`src/rtl/jtag_scan_tap_pkg.sv`:
```
package jtag_scan_tap_pkg;

   localparam int IR_W = 3;

   typedef enum logic [3:0] {
      S_RESET, S_IDLE,
      S_DR_SEL, S_DR_CAP, S_DR_SHIFT, S_DR_EXIT1, S_DR_PAUSE, S_DR_EXIT2, S_DR_UPD,
      S_IR_SEL, S_IR_CAP, S_IR_SHIFT, S_IR_EXIT1, S_IR_PAUSE, S_IR_EXIT2, S_IR_UPD
   } tap_state_e;

   localparam logic [IR_W-1:0] OP_EXTEST  = 3'b000;
   localparam logic [IR_W-1:0] OP_SAMPLE  = 3'b010;
   localparam logic [IR_W-1:0] OP_PRELOAD = 3'b011;
   localparam logic [IR_W-1:0] OP_THRU    = 3'b100;
   localparam logic [IR_W-1:0] OP_BYPASS  = 3'b111;
   localparam logic [IR_W-1:0] IR_CAPTURE = 3'b001;

   function automatic tap_state_e tap_next(input tap_state_e s, input logic m);
      tap_state_e n;
      case (s)
         S_RESET:    n = m ? S_RESET    : S_IDLE;
         S_IDLE:     n = m ? S_DR_SEL   : S_IDLE;
         S_DR_SEL:   n = m ? S_IR_SEL   : S_DR_CAP;
         S_DR_CAP:   n = m ? S_DR_EXIT1 : S_DR_SHIFT;
         S_DR_SHIFT: n = m ? S_DR_EXIT1 : S_DR_SHIFT;
         S_DR_EXIT1: n = m ? S_DR_UPD   : S_DR_PAUSE;
         S_DR_PAUSE: n = m ? S_DR_EXIT2 : S_DR_PAUSE;
         S_DR_EXIT2: n = m ? S_DR_UPD   : S_DR_SHIFT;
         S_DR_UPD:   n = m ? S_DR_SEL   : S_IDLE;
         S_IR_SEL:   n = m ? S_RESET    : S_IR_CAP;
         S_IR_CAP:   n = m ? S_IR_EXIT1 : S_IR_SHIFT;
         S_IR_SHIFT: n = m ? S_IR_EXIT1 : S_IR_SHIFT;
         S_IR_EXIT1: n = m ? S_IR_UPD   : S_IR_PAUSE;
         S_IR_PAUSE: n = m ? S_IR_EXIT2 : S_IR_PAUSE;
         S_IR_EXIT2: n = m ? S_IR_UPD   : S_IR_SHIFT;
         S_IR_UPD:   n = m ? S_DR_SEL   : S_IDLE;
         default:    n = S_RESET;
      endcase
      return n;
   endfunction

endpackage

```
`src/rtl/tap_ctrl_fsm.sv`:
```
module tap_ctrl_fsm
   import jtag_scan_tap_pkg::*;
(
   input  logic       tck,
   input  logic       trst_n,
   input  logic       tms,
   output tap_state_e state
);

   always_ff @(posedge tck or negedge trst_n) begin
      if (!trst_n) state <= S_RESET;
      else         state <= tap_next(state, tms);
   end

   // Run length of TMS-high edges, kept for the checks below.
   logic [2:0] tms_run;
   always_ff @(posedge tck or negedge trst_n) begin
      if (!trst_n)           tms_run <= '0;
      else if (!tms)         tms_run <= '0;
      else if (tms_run != 7) tms_run <= tms_run + 3'd1;
   end

   p_trst_holds_reset_r1: assert property (@(posedge tck) !trst_n |=> state == S_RESET)
      else $error("R1: state not reset under trst_n");

   p_five_ones_reset_r2: assert property (@(posedge tck) disable iff (!trst_n)
      tms_run >= 3'd5 |-> state == S_RESET)
      else $error("R2: five TMS-high edges did not reach reset");

endmodule

```
`src/rtl/tap_instr_reg.sv`:
```
module tap_instr_reg
   import jtag_scan_tap_pkg::*;
(
   input  logic            tck,
   input  logic            trst_n,
   input  tap_state_e      state,
   input  logic            tdi,
   output logic            ir_so,
   output logic [IR_W-1:0] instr
);

   if (IR_W < 2) begin : g_chk_w
      $error("instruction register must hold the 2-bit capture pattern");
   end

   logic [IR_W-1:0] sh;

   always_ff @(posedge tck or negedge trst_n) begin
      if (!trst_n)                 sh <= IR_CAPTURE;
      else if (state == S_IR_CAP)  sh <= IR_CAPTURE;
      else if (state == S_IR_SHIFT) sh <= {tdi, sh[IR_W-1:1]};
   end

   always_ff @(posedge tck or negedge trst_n) begin
      if (!trst_n)                instr <= OP_BYPASS;
      else if (state == S_RESET)  instr <= OP_BYPASS;
      else if (state == S_IR_UPD) instr <= sh;
   end

   assign ir_so = sh[0];

   p_reset_loads_bypass_r1: assert property (@(posedge tck) disable iff (!trst_n)
      state == S_RESET |=> instr == OP_BYPASS)
      else $error("R1: Test-Logic-Reset did not load BYPASS");

   p_instr_only_on_update_r3: assert property (@(posedge tck) disable iff (!trst_n)
      (state != S_IR_UPD && state != S_RESET) |=> $stable(instr))
      else $error("R3: instruction changed outside Update-IR");

endmodule

```
`src/rtl/bsr_chain.sv`:
```
module bsr_chain #(
   parameter int LEN = 151
) (
   input  logic           tck,
   input  logic           trst_n,
   input  logic           cap_en,
   input  logic           shift_en,
   input  logic           upd_en,
   input  logic           si,
   input  logic [LEN-1:0] pins_in,
   output logic           so,
   output logic [LEN-1:0] upd_q
);

   if (LEN < 1) begin : g_chk_len
      $error("boundary register needs at least one cell");
   end

   logic [LEN-1:0] sh;
   logic [LEN-1:0] sh_next;

   // Each cell takes its neighbour above; the top cell takes the serial input.
   for (genvar i = 0; i < LEN; i++) begin : g_cell
      if (i == LEN - 1) begin : g_top
         assign sh_next[i] = si;
      end else begin : g_mid
         assign sh_next[i] = sh[i+1];
      end
   end

   always_ff @(posedge tck or negedge trst_n) begin
      if (!trst_n)       sh <= '0;
      else if (cap_en)   sh <= pins_in;
      else if (shift_en) sh <= sh_next;
   end

   always_ff @(posedge tck or negedge trst_n) begin
      if (!trst_n)     upd_q <= '0;
      else if (upd_en) upd_q <= sh;
   end

   assign so = sh[0];

   p_latch_hold_r10: assert property (@(posedge tck) disable iff (!trst_n)
      !upd_en |=> $stable(upd_q))
      else $error("R10: update latch moved outside Update-DR");

endmodule

```
`src/rtl/jtag_scan_tap.sv`:
```
module jtag_scan_tap
   import jtag_scan_tap_pkg::*;
#(
   parameter int BSR_LEN = 151
) (
   input  logic               tck,
   input  logic               trst_n,
   input  logic               tms,
   input  logic               tdi,
   output logic               tdo,
   output logic               tdo_en,
   output logic               core_scan_in,
   input  logic               core_scan_out,
   output logic               core_scan_en,
   output logic               core_capture_en,
   input  logic [BSR_LEN-1:0] pad_in,
   input  logic [BSR_LEN-1:0] core_out,
   output logic [BSR_LEN-1:0] pad_out
);

   tap_state_e      state;
   logic [IR_W-1:0] instr;
   logic            ir_so;
   logic            bsr_so;
   logic [BSR_LEN-1:0] upd_q;
   logic            byp_q;

   tap_ctrl_fsm u_fsm (
      .tck    (tck),
      .trst_n (trst_n),
      .tms    (tms),
      .state  (state)
   );

   tap_instr_reg u_ir (
      .tck    (tck),
      .trst_n (trst_n),
      .state  (state),
      .tdi    (tdi),
      .ir_so  (ir_so),
      .instr  (instr)
   );

   logic sel_thru, sel_extest, sel_bsr;
   assign sel_thru   = (instr == OP_THRU);
   assign sel_extest = (instr == OP_EXTEST);
   assign sel_bsr    = sel_thru || sel_extest ||
                       (instr == OP_SAMPLE) || (instr == OP_PRELOAD);

   logic dr_cap, dr_shift, dr_upd, in_shift;
   assign dr_cap   = (state == S_DR_CAP);
   assign dr_shift = (state == S_DR_SHIFT);
   assign dr_upd   = (state == S_DR_UPD);
   assign in_shift = dr_shift || (state == S_IR_SHIFT);

   bsr_chain #(.LEN(BSR_LEN)) u_bsr (
      .tck      (tck),
      .trst_n   (trst_n),
      .cap_en   (dr_cap && sel_bsr),
      .shift_en (dr_shift && sel_bsr),
      .upd_en   (dr_upd && sel_bsr),
      .si       (sel_thru ? core_scan_out : tdi),
      .pins_in  (pad_in),
      .so       (bsr_so),
      .upd_q    (upd_q)
   );

   always_ff @(posedge tck or negedge trst_n) begin
      if (!trst_n)                  byp_q <= 1'b0;
      else if (dr_cap && !sel_bsr)  byp_q <= 1'b0;
      else if (dr_shift && !sel_bsr) byp_q <= tdi;
   end

   assign core_scan_in    = tdi;
   assign core_scan_en    = sel_thru && dr_shift;
   assign core_capture_en = sel_thru && dr_cap;
   assign pad_out         = sel_extest ? upd_q : core_out;

   logic ser_out;
   assign ser_out = (state == S_IR_SHIFT) ? ir_so : (sel_bsr ? bsr_so : byp_q);

   always_ff @(negedge tck or negedge trst_n) begin
      if (!trst_n) begin
         tdo    <= 1'b0;
         tdo_en <= 1'b0;
      end else begin
         tdo_en <= in_shift;
         if (in_shift) tdo <= ser_out;
      end
   end

   p_capture_single_r8: assert property (@(posedge tck) disable iff (!trst_n)
      core_capture_en |=> !core_capture_en)
      else $error("R8: capture enable longer than one cycle");

   p_scan_en_path_r8: assert property (@(posedge tck) disable iff (!trst_n)
      core_scan_en |-> ($past(state) == S_DR_CAP || $past(state) == S_DR_SHIFT ||
                        $past(state) == S_DR_EXIT2))
      else $error("R8: scan enable outside a Shift-DR entry");

   p_tdo_en_shift_r9: assert property (@(posedge tck) disable iff (!trst_n)
      tdo_en |-> (state == S_DR_SHIFT || state == S_IR_SHIFT))
      else $error("R9: tdo_en outside shift states");

endmodule

```
`config.mk`:
```
export PLATFORM = sky130hd
export DESIGN_NAME = jtag_scan_tap
export DESIGN_NICKNAME = d
export VERILOG_FILES = /design/src/rtl/jtag_scan_tap_pkg.sv /design/src/rtl/tap_ctrl_fsm.sv /design/src/rtl/tap_instr_reg.sv /design/src/rtl/bsr_chain.sv /design/src/rtl/jtag_scan_tap.sv
export SDC_FILE = /design/constraint.sdc
export NUM_CORES = 1
export LEC_CHECK = 0
export BUFFER_PORTS_ARGS = -buffer_cell sky130_fd_sc_hd__buf_2
export CAP_MARGIN = 20
export CORE_MARGIN = 4
export CORE_UTILIZATION = 35
export DETAILED_ROUTE_END_ITERATION = 8
export GPL_ROUTABILITY_DRIVEN = 1
export GPL_TIMING_DRIVEN = 0
export PLACE_DENSITY = 0.65
export SYNTH_ARGS = -nofsm -noshare
export SYNTH_HDL_FRONTEND = slang
export SYNTH_HIERARCHICAL = 1
export SYNTH_SLANG_ARGS = --single-unit
```
`constraint.sdc`:
```
create_clock -name tck -period 2.6 [get_ports tck]
set_input_delay 0.26 -clock tck [delete_from_list [all_inputs] [get_ports tck]]
set_output_delay 0.26 -clock tck [all_outputs]
set_load 0.01 [all_outputs]
```
==> results.cfg <==
[outcome]
status = complete, but fails checks
failed_checks = setup timing

[cts]
cts.sinks = 315
clkTransAtPathRegs_ns = 0.06
cts-root-buf = clkbuf_16
cts_made_buffers = 37
cts_tree = yes
clk_latency_ns = 0.52
cts-htree-levels = 2
clk_path_buf_depth = 3

[job]
drv_cap = 0

[power]
power.total_mw = 15.39
ir_worst_vdd_v = 0.0003714
p_leak_nw = 9.189
power.density_nw_per_um2 = 727.4

[logic_synthesis]
synth-seq-cells = 315
syn-cell-area_um2 = 15260
synth_warnings = 6
synth_top_cell_area_share_pct = 50.68
ys_top_cells_by_count = 309 x dfrtp_1, 187 x mux2_2, 165 x nand2_1
synth_edf_count = 0
synth.avg_cell_area_um2 = 12.32
synth_top_cell_by_area = dfrtp_1
synth_top_flop_cell = dfrtp_1
synthCells = 1238
async_reset_ff_share_pct = 100.0
syn_nets = 1545
yosysSeqAreaShare_pct = 51.70
yosysUniqueCellTypes = 41
synth.area.top_cells = dfrtp_1 51%, mux2_2 14%, mux2i_1 10%
yosysMostFrequentCell = dfrtp_1

[die]
die_area_um2 = 46990
fp.dieH_um = 216.8
start_util_pct = 35.42
fp-row-count = 76
core_um2 = 43080
die_x_um = 216.8
ios = 463

[critical_path]
crit_fanout = 2
end_kind = output port
crit_family = flip-flops
critPathSlowestCell = dfrtn_1
critPathArrivalTime_ns = 2.37
slowest_delay_ns = 0.43
cp_num_buf_inv = 1
cp_data_required_time_ns = 2.34
worstSetupStartpointType = register
r2r_slack_ns = -0.02
cp_cell_sequence = buf_6
crit_type = register to output port

[placement]
dp_hpwl_um = 32530
dpl_cell_area_um2 = 18370
gp_congestion = 0.8615
io_buffers = 461

[global_routing]
grt_usage_pct = 18.95
grt_max_degree = 121
grt_pass1_vias = 12940
antenna_found_initial = 2
grt_pass1_wl_um = 71700
overflow = 0

[sta]
grt_setup_unrepaired = true
setup_ws_ns = -0.03216
report.final.slew_viol_count = 0
setup_violations = 2
setup_tns_ns = -0.05454
tightest_slew_ns = 0.8936
slew_headroom_pct = 40.43
skew_ns = 0.02157
hold_violations = 0

[route]
vias = 12140
wl_um = 45920
ant_nets = 0
drtIter0Drc = 637
wl_per_cell_um = 18.31
first_pass_iters = 5
vias_per_cell = 4.840
drc = 0

[final_layout]
drive_above_1_share_pct = 41.08
nets = 2206
area_delta_synth_final_pct = 38.68
fillers = 3885
stdcell_area_um2 = 21160
antenna_cells = 0

[min_path]
hp-class = input pin to register
cells in the final DEF, fill, tap and decap left out, types with 2 or more instances in the layout:
master and count:
a21oi_1 3, a22oi_1 3, buf_16 2, buf_2 473
buf_4 21, buf_6 22, buf_8 11, clkbuf_1 37
clkbuf_16 37, clkbuf_4 4, clkbuf_8 12, clkinv_2 3
clkinvlp_4 2, dfrtn_1 2, dfrtp_1 305, dfrtp_2 4
dfstp_2 4, dlygate4sd3_1 146, inv_1 2, mux2_1 117
mux2_2 186, mux2i_1 152, nand2_1 165, nand2b_1 4
nand3_1 2, nand3b_1 2, nor2_1 10, nor2b_1 4
nor3b_1 2, o21ai_0 69, o21ai_1 90, o22ai_1 4
kinds of logic (layout without fill, tap and decap cells):
kind of cell	after synthesis	count (layout)	share of synthesized area [%]
mux	456	456	32.41
simple gates	200	200	5.536
buf+inv	91	776	4.339
flops	315	315	51.70
compound gates	175	175	5.954
xor+xnor	1	1	0.05742
worst register-to-register path: stages, from the launching register on:
cell and delay [ns]:
dfstp_2 0.58, mux2_4 0.35, mux2i_1 0.15, o22ai_1 0.08
routing by layer:
layer | share of wire [%] | vias to the layer above | GRT usage, %
met5 | 0.044 | - | 0
met4 | 2.4 | 4 | 5.057
met3 | 5.2 | 73 | 3.505
met2 | 50 | 363 | 33.61
met1 | 42 | 5984 | 23.84
li1 | - | 5714 | -
what timing repair did:
item,4_1_cts,5_1_grt
setup buffers,13,0
setup endpoints to repair,197,135
hold buffers,146,0
gates resized for setup,9,8
hold endpoints to repair,247,0
pin swaps,2,0
sequential cells by signal, summed over array words and instances (netlist names):
| signal | cells |
|---|---|
| tdo | 1 |
| u_ir/instr | 3 |
| u_bsr/sh | 151 |
| u_ir/sh | 3 |
| byp_q | 1 |
| tdo_en | 1 |
| u_bsr/upd_q | 151 |
| u_fsm/state | 4 |
per-stage QoR:
stage               instances  util (%)  hold WS (ns)  setup slack [ns]
global placement         2284     42.48        0.4684            -5.750
detailed placement       2286     42.63        0.3943           -0.1606
global route             2508     49.11       0.02760          -0.09559
floorplan                1238         -      -0.03559          0.004386
CTS                      2508     49.07      0.005258          -0.06791
finish                   2508     49.11       0.02432          -0.03216
final timing paths:
check                                      from          endpoint  depth (start not counted)
worst max-delay path                        tdo               tdo                          1
worst min-delay path                 pad_in[59]      u_bsr/sh[59]                          3
worst max register to register    u_ir/instr[1]               tdo                          3
worst min register to register  u_bsr/upd_q[86]   u_bsr/upd_q[86]                          1
max in group asynchronous                trst_n            tdo_en                          2
min in group asynchronous                trst_n  u_bsr/upd_q[112]                          2
final cells by class:
type	count	area [um2]	area share [%]
Multi-Input combinational cell	832	6716	31.75
Sequential cell	315	7893	37.31
Tap cell	585	732.0	3.460
Clock buffer	56	1117	5.281
Inverter	2	7.507	0.03548
Timing Repair Buffer	622	3944	18.64
Clock inverter	7	68.82	0.3253
Buffer	89	678.2	3.205
power by group:
group | leakage (nW) | total, mW | switching, mW | internal [mW]
combinational | 4.98 | 2.96 | 1.23 | 1.73
clock | 0.581 | 5.04 | 1.99 | 3.05
sequential | 3.62 | 7.39 | 1.05 | 6.35
total | 9.19 | 15.4 | 4.26 | 11.1
Note: power is estimated with default switching activity, not from simulation.
